--- src/rtl/dfslot_pkg.sv ---
package dfslot_pkg;

    localparam int CODE_W    = 8;
    localparam int FN_W      = 3;
    localparam int DEV_W     = CODE_W - FN_W;
    localparam int NUM_CODES = 1 << CODE_W;

    typedef logic [CODE_W-1:0] code_t;
    typedef logic [DEV_W-1:0]  dev_t;
    typedef logic [FN_W-1:0]   fn_t;

    typedef enum logic [1:0] {
        VERDICT_GRANT = 2'd0,
        VERDICT_DUP   = 2'd1,
        VERDICT_FULL  = 2'd2
    } verdict_e;

    function automatic dev_t dev_of(input code_t c);
        return c[CODE_W-1:FN_W];
    endfunction

    function automatic fn_t fn_of(input code_t c);
        return c[FN_W-1:0];
    endfunction

endpackage

--- src/rtl/dfslot_map.sv ---
module dfslot_map
    import dfslot_pkg::*;
#(
    parameter int NUM_SLOTS = 16,
    parameter int SLOT_W    = $clog2(NUM_SLOTS + 1)
) (
    input  logic              clk,
    input  logic              rst,
    input  logic              wr_en,
    input  code_t             wr_code,
    input  logic [SLOT_W-1:0] wr_slot,
    input  code_t             rd_a_code,
    output logic [SLOT_W-1:0] rd_a_slot,
    input  code_t             rd_b_code,
    output logic [SLOT_W-1:0] rd_b_slot
);

    localparam logic [SLOT_W-1:0] UNASSIGNED = SLOT_W'(NUM_SLOTS);

    logic [SLOT_W-1:0] entry_q [NUM_CODES];

    always_ff @(posedge clk) begin
        if (rst) begin
            for (int i = 0; i < NUM_CODES; i++) begin
                entry_q[i] <= UNASSIGNED;
            end
        end else if (wr_en) begin
            entry_q[wr_code] <= wr_slot;
        end
    end

    assign rd_a_slot = entry_q[rd_a_code];
    assign rd_b_slot = entry_q[rd_b_code];

endmodule

--- src/rtl/dfslot_counter.sv ---
module dfslot_counter #(
    parameter int NUM_SLOTS = 16,
    parameter int SLOT_W    = $clog2(NUM_SLOTS + 1)
) (
    input  logic              clk,
    input  logic              rst,
    input  logic              inc,
    output logic [SLOT_W-1:0] count,
    output logic              exhausted
);

    localparam logic [SLOT_W-1:0] LIMIT = SLOT_W'(NUM_SLOTS);

    logic [SLOT_W-1:0] count_q;

    always_ff @(posedge clk) begin
        if (rst) begin
            count_q <= '0;
        end else if (inc && (count_q != LIMIT)) begin
            count_q <= count_q + 1'b1;
        end
    end

    assign count     = count_q;
    assign exhausted = (count_q == LIMIT);

endmodule

--- src/rtl/dfslot_arbiter.sv ---
module dfslot_arbiter
    import dfslot_pkg::*;
#(
    parameter int NUM_SLOTS = 16,
    parameter int SLOT_W    = $clog2(NUM_SLOTS + 1)
) (
    input  logic              fire,
    input  logic [SLOT_W-1:0] held_slot,
    input  logic [SLOT_W-1:0] next_slot,
    input  logic              exhausted,
    output verdict_e          verdict,
    output logic [SLOT_W-1:0] out_slot,
    output logic              grant
);

    localparam logic [SLOT_W-1:0] UNASSIGNED = SLOT_W'(NUM_SLOTS);

    always_comb begin
        verdict  = VERDICT_GRANT;
        out_slot = next_slot;
        if (held_slot != UNASSIGNED) begin
            verdict  = VERDICT_DUP;
            out_slot = held_slot;
        end else if (exhausted) begin
            verdict  = VERDICT_FULL;
            out_slot = UNASSIGNED;
        end
        grant = fire && (verdict == VERDICT_GRANT);
    end

endmodule

--- src/rtl/dfslot_table.sv ---
module dfslot_table
    import dfslot_pkg::*;
#(
    parameter int NUM_SLOTS = 16,
    parameter int SLOT_W    = $clog2(NUM_SLOTS + 1)
) (
    input  logic              clk,
    input  logic              rst,
    input  logic              reg_valid,
    output logic              reg_ready,
    input  logic [7:0]        reg_code,
    output logic              rsp_valid,
    output logic              rsp_ok,
    output logic              rsp_dup,
    output logic              rsp_full,
    output logic [SLOT_W-1:0] rsp_slot,
    output logic [4:0]        rsp_dev,
    output logic [2:0]        rsp_fn,
    input  logic [7:0]        lkp_code,
    output logic              lkp_hit,
    output logic [SLOT_W-1:0] lkp_slot,
    output logic [SLOT_W-1:0] used_count
);

    localparam logic [SLOT_W-1:0] UNASSIGNED = SLOT_W'(NUM_SLOTS);

    typedef struct packed {
        logic              valid;
        verdict_e          verdict;
        logic [SLOT_W-1:0] slot;
        code_t             code;
    } resp_t;

    logic              fire;
    logic              grant;
    logic              exhausted;
    logic [SLOT_W-1:0] held_slot;
    logic [SLOT_W-1:0] count;
    logic [SLOT_W-1:0] pick_slot;
    verdict_e          verdict;
    resp_t             resp_q;

    assign reg_ready = !rst;
    assign fire      = reg_valid && reg_ready;

    dfslot_map #(.NUM_SLOTS(NUM_SLOTS), .SLOT_W(SLOT_W)) map_i (
        .clk       (clk),
        .rst       (rst),
        .wr_en     (grant),
        .wr_code   (reg_code),
        .wr_slot   (count),
        .rd_a_code (reg_code),
        .rd_a_slot (held_slot),
        .rd_b_code (lkp_code),
        .rd_b_slot (lkp_slot)
    );

    dfslot_counter #(.NUM_SLOTS(NUM_SLOTS), .SLOT_W(SLOT_W)) cnt_i (
        .clk       (clk),
        .rst       (rst),
        .inc       (grant),
        .count     (count),
        .exhausted (exhausted)
    );

    dfslot_arbiter #(.NUM_SLOTS(NUM_SLOTS), .SLOT_W(SLOT_W)) arb_i (
        .fire      (fire),
        .held_slot (held_slot),
        .next_slot (count),
        .exhausted (exhausted),
        .verdict   (verdict),
        .out_slot  (pick_slot),
        .grant     (grant)
    );

    always_ff @(posedge clk) begin
        if (rst) begin
            resp_q <= '{valid: 1'b0, verdict: VERDICT_GRANT, slot: '0, code: '0};
        end else begin
            resp_q.valid <= fire;
            if (fire) begin
                resp_q.verdict <= verdict;
                resp_q.slot    <= pick_slot;
                resp_q.code    <= reg_code;
            end
        end
    end

    assign rsp_valid  = resp_q.valid;
    assign rsp_ok     = resp_q.valid && (resp_q.verdict == VERDICT_GRANT);
    assign rsp_dup    = resp_q.valid && (resp_q.verdict == VERDICT_DUP);
    assign rsp_full   = resp_q.valid && (resp_q.verdict == VERDICT_FULL);
    assign rsp_slot   = resp_q.slot;
    assign rsp_dev    = dev_of(resp_q.code);
    assign rsp_fn     = fn_of(resp_q.code);
    assign lkp_hit    = (lkp_slot != UNASSIGNED);
    assign used_count = count;

endmodule

--- config.mk ---
export PLATFORM = sky130hd
export DESIGN_NAME = dfslot_table
export DESIGN_NICKNAME = d
export VERILOG_FILES = /design/src/rtl/dfslot_pkg.sv /design/src/rtl/dfslot_map.sv /design/src/rtl/dfslot_counter.sv /design/src/rtl/dfslot_arbiter.sv /design/src/rtl/dfslot_table.sv
export SDC_FILE = /design/constraint.sdc
export NUM_CORES = 2
export LEC_CHECK = 0
export BUFFER_PORTS_ARGS = -buffer_cell sky130_fd_sc_hd__clkbuf_2
export CAP_MARGIN = 15
export CORE_MARGIN = 1
export CORE_UTILIZATION = 50
export DETAILED_ROUTE_END_ITERATION = 6
export PLACE_DENSITY = 0.65
export SETUP_SLACK_MARGIN = 0.02
export SYNTH_ARGS = -nofsm -noshare
export SYNTH_HDL_FRONTEND = slang
export SYNTH_SLANG_ARGS = --single-unit
export TNS_END_PERCENT = 20
--- constraint.sdc ---
create_clock -name clk -period 9.3 [get_ports clk]
set_clock_uncertainty 0.2 [all_clocks]
set_input_delay 1.395 -clock clk [delete_from_list [all_inputs] [get_ports clk]]
set_output_delay 1.395 -clock clk [all_outputs]
set_load 0.01 [all_outputs]
Word-level counts from Yosys, hierarchy flattened
Memory sizes are Yosys's and may differ from the RTL's.
Index checks and enable logic that the tools add are counted.

operators by class
  equality and inequality tests = 6
  add/sub/neg operators = 1
  reductions and logical operators = 10
  muxes and demuxes = 12

operators with widths
  operator               number
  $mux W5                3
  $ne A5 B5 Y1 const B   3
  $mux W8                1
  $logic_and A1 B1 Y1    6
  $mux W1                6
  $add A5 B1 Y5 const B  1
  $eq A5 B5 Y1 const B   1
  $reduce_or A5 Y1       1
  $logic_not A2 Y1       2
  $mux W2                2
  $eq A2 B1 Y1 const B   1
  $eq A2 B2 Y1 const B   1
  $logic_not A1 Y1       1

word-level totals
  bits of input ports = 19
  memories = 1
  output and inout port bits = 29
  register bits = 21
  word-level logic and storage cells = 35
  memory bits (writable) = 1,280

memory list
  memory         words  width  rd ports  clocked after memory_dff  wr ports  line              text
  map_i.entry_q  256    5      2         0                         256       dfslot_map.sv:20  logic [SLOT_W-1:0] entry_q [NUM_CODES];

Logic depth before layout (Yosys ltp)
  depth in word-level cells = 10
  depth in mapped cells = 17
  mapped depth without buffers = 8

Cells and area by module
From an unflattened synthesis, not the netlist that was laid out.

unflattened totals
  cell total of the unflattened synthesis = 5,341
  area, all modules = 72,784.8 um^2

by module, submodules not included
  module          cells an instance  instances  area an instance (um^2)
  dfslot_map      5,231              1          71,715.0
  dfslot_table    72                 1          719.4
  dfslot_counter  27                 1          255.2
  dfslot_arbiter  11                 1          95.1

Least setup slack after synthesis
OpenSTA, ideal clock, no wires.

  path kind = input -> output
  start point = in lkp_code[0]
  end point = out lkp_hit
  arrival = 4.521 ns
  setup slack = 3.184 ns
  stages = 10
  buffers on the path = 3
  cells stage by stage = clkbuf_1 > clkbuf_1 > buf_1 > mux4_2 > mux4_2 > mux4_2 > a22oi_1 > nand2_1 > nor4_1 > nand2_1

on the way
  cells in the longest elaborated chain, start to end = 2

ends and longest elaborated chain
  item             line                text
  from (decl)      dfslot_table.sv:19  input logic [7:0] lkp_code,
  $mem_v2 Z256 W5  n/a
  net lkp_slot[2]  dfslot_table.sv:21  output logic [SLOT_W-1:0] lkp_slot,
  $ne A5 B5 Y1     dfslot_table.sv:96  assign lkp_hit = (lkp_slot != UNASSIGNED);
  to (decl)        dfslot_table.sv:20  output logic lkp_hit,

The timed path passes the listed nets, and every way through them passes these cells.

Worst setup path after layout
  start point = in lkp_code[0]
  end point = out lkp_hit

on the way
  cells in the longest elaborated chain, start to end = 2

ends and longest elaborated chain
  item             line
  $mem_v2 Z256 W5  n/a
  $ne A5 B5 Y1     dfslot_table.sv:96

No other way between the ends.

==> run metrics <==
status finished, violations left; failing checks design-rule violations; nets@finish 5080; worst min path class reg -> reg; Post-synth ARST share 0%; Max Transition Viols Final 0; clock share of power 40.3%; maximum buffer depth of the clock tree 3; io pins 48; Setup CP Type in -> out; adder-cell share of the synthesized area less than 1%; Clk Latency, worst-skew pair between 800 and 900 ps; Clock Root Buffer clkbuf_16; Crit Path Max Fanout 48; Initial Utilization 50.64%; Rows 143; mux share of post-synthesis cell area 22.02%; crit path capture type output port; Slew headroom 2.745%; vias in the first global route 53260; first-pass GRT wire length ~420000 um; Net Sw Power 3839 uW; startpoint types primary input; final antenna-violating net count 0; Final Non-Filler Cells 7222; GRT Residual Overflow 0; Num Clock Sinks 1301; Synth Area in Simple Gates 18.38%; die area between 150000 and 200000 sq um; Largest stage delay, worst path roughly 860 ps; VDD IR-drop max 147.3 uV; Yosys top cell area share 49.73%; commonest non-fill, non-tap cell in the layout edfxtp_1; clk slew on worst S/H paths 60 ps; Post-CTS Hold Buffers 0; origin of the critical flop-to-flop path map_i.entry_q[26][0]; Via Count about 57000; Port Buffer Count 47; Max Cap Viol 0; crit path cell chain buf_8, buf_12, mux4_2, mux4_2, mux4_2, a22oi_1, nand2_1, nor4_1, nand2_1, clkbuf_2; Synth Area per Inst 14.57 sq um; syn_nets 5326; Synth warnings 0; floorplan core area 152600 sq um; R2R cell count 9; Crit-path slowest cell a22oi_1; minimum clock period 7495 ps; first-pass iteration count of the detailed router 7; initial antenna violation count 17; Synth Instances about 5300; Sw Share 26.83%; dpl hpwl 197100 um; PwrDens 169.4 nW/um^2; Yosys reg bits 1301; reg-to-reg slack, setup 3230 ps; power share of the sequential group a little under half; mean routed wirelength per cell 42.03 um; largest cells by area after synthesis edfxtp_1 (50%), mux4_2 (21%), nor4_2 (10%); Die X 395.2 um; LEAKAGE 0.02335 uW; final period utilization 80.59%; PostCTS Resize Cnt 0; xor-xnor portion of the synthesized cell area 0%; dpl cells 6944; Syn-to-layout area delta 9.321%; DR DRC count 2; pin count of the biggest net entering global routing 141; Synth area leader edfxtp_1; fmax between 100 and 150 MHz; sequential element share of the synthesized area 50.28%; share of layout cells above drive strength 1 39.81%; most frequent cells in the layout edfxtp_1 (1280), mux4_2 (727), nor4_2 (619); Crit path top cell by count mux4_2; GRT Total Usage 38.56%; Comb power frac 13.1%; ys flop type edfxtp_1; die height 395.2 um; internal power 10470 uW; Worst R2R End map_i.entry_q[41][3]; compound-cell area share of the yosys netlist under 10%; Critical Path RT 7710 ps; DR vias/cell 7.923; origin of the worst setup path lkp_code[0]; CTS H-tree lvls 4; Critical Path AT about 5900 ps; Placer Congestion 0.9974; final wirelength 303600 um; Post-synth EDFFs ~1300; Worst Tran Pin Value 1441 ps; Power, Total 14310 uW; cell area after synthesis 77290 sq um; Fin. Hold Viols 0; postcts setup bufs 0; Yosys cell types between 50 and 60; Place WS 1426 ps; CTS tree yes; Setup crit end lkp_hit; setup tns final 0 ps; CTS Buf Count 141; Setup violations, final 0; Detailed Route Iter0 Violations between 10000 and 15000; largest family of logic cells by synthesized area multiplexers; setup slack after layout 1805 ps; RSZ-0062 raised after global routing false
==> cell usage after synthesis (all sizes together) (21+ instances only) <==
| cell | number |
|---|---|
| edfxtp | 1280 |
| mux2i | 60 |
| nand3 | 76 |
| clkbuf | 594 |
| o21ai | 252 |
| a22oi | 157 |
| and4 | 52 |
| dfxtp | 21 |
| mux4 | 727 |
| a21oi | 72 |
| nor4 | 912 |
| nor2 | 126 |
| nand2 | 312 |
| nand4 | 231 |
| buf | 254 |
| nor3 | 71 |
==> logic make-up (layout without fill, tap and decap cells) <==
kind of cell	count (synthesis)	count (layout)
compound gates	528	528
fa+ha+maj	2	2
buf+inv	856	725
flops	1301	1301
mux	791	791
other cells	0	18
simple gates	1827	1827
==> registers in the layout (all words and copies together) (netlist names) <==
| signal | count |
|---|---|
| cnt_i.count | 5 |
| map_i.entry_q | 1280 |
| resp_q | 2 |
| rsp_dev | 5 |
| rsp_fn | 3 |
| rsp_slot | 5 |
| rsp_valid | 1 |
==> routing by layer <==
metal / wire length [um] / global-route usage, %
met1: 100900 / 50.11
met2: 127000 / 53.27
met3: 50340 / 14.62
met4: 25340 / 26.59
met5: 41 / 0.2463
==> cell type report <==
type | instances | area, sq um
sequential | 1301 | 38860
antenna | 18 | 45.04
multi-input combinational | 3148 | 34700
clock buffer | 182 | 3914
clock inverter | 76 | 695.7
timing repair buffer | 459 | 3704
fill | 11990 | 68130
tap | 2030 | 2540
inverter | 8 | 35.03
==> through the flow <==
| stage | hold slack [ps] | utilization (%) | area [sq um] |
|---|---|---|---|
| 5_1_grt | 316.5 | 55.34 | 84460 |
| 2_1_floorplan | 246.3 | - | 77290 |
| 4_1_cts | 289.2 | 55.32 | 84420 |
| 3_3_place_gp | 267.5 | 52.30 | 79820 |
| 6_report | 292.5 | 55.36 | 84490 |
| 3_5_place_dp | 278.7 | 52.30 | 79820 |
==> power groups by stage <==
stage	combinational, uW	sequential [uW]	clock, uW
4_1_cts	1800	6670	5750
6_report	1870	6670	5770
5_1_grt	1890	6690	5940
3_5_place_dp	1790	6790	0
2_1_floorplan	1200	6750	0
3_3_place_gp	1780	6780	0
==> how the worst min path moves through the flow <==
stage | from | end | slack [ps] | cells past startpoint
3_3_place_gp | rsp_slot[4] | rsp_slot[4] | 270 | 2
4_1_cts | rsp_slot[4] | rsp_slot[4] | 290 | 2
5_1_grt | resp_q[14] | resp_q[14] | 320 | 2
3_5_place_dp | rsp_slot[4] | rsp_slot[4] | 280 | 2
6_report | rsp_slot[4] | rsp_slot[4] | 290 | 2
2_1_floorplan | rsp_slot[4] | rsp_slot[4] | 250 | 2
==> worst max-delay path, delay by kind of cell <==
| family | cells | cell delay, ps |
|---|---|---|
| AND/OR/NAND/NOR | 3 | 690 |
| AO/OA/AOI/OAI | 1 | 860 |
| multiplexers | 3 | 1730 |
| buffers and inverters | 3 | 970 |
Power figures use the tool's default switching activity.
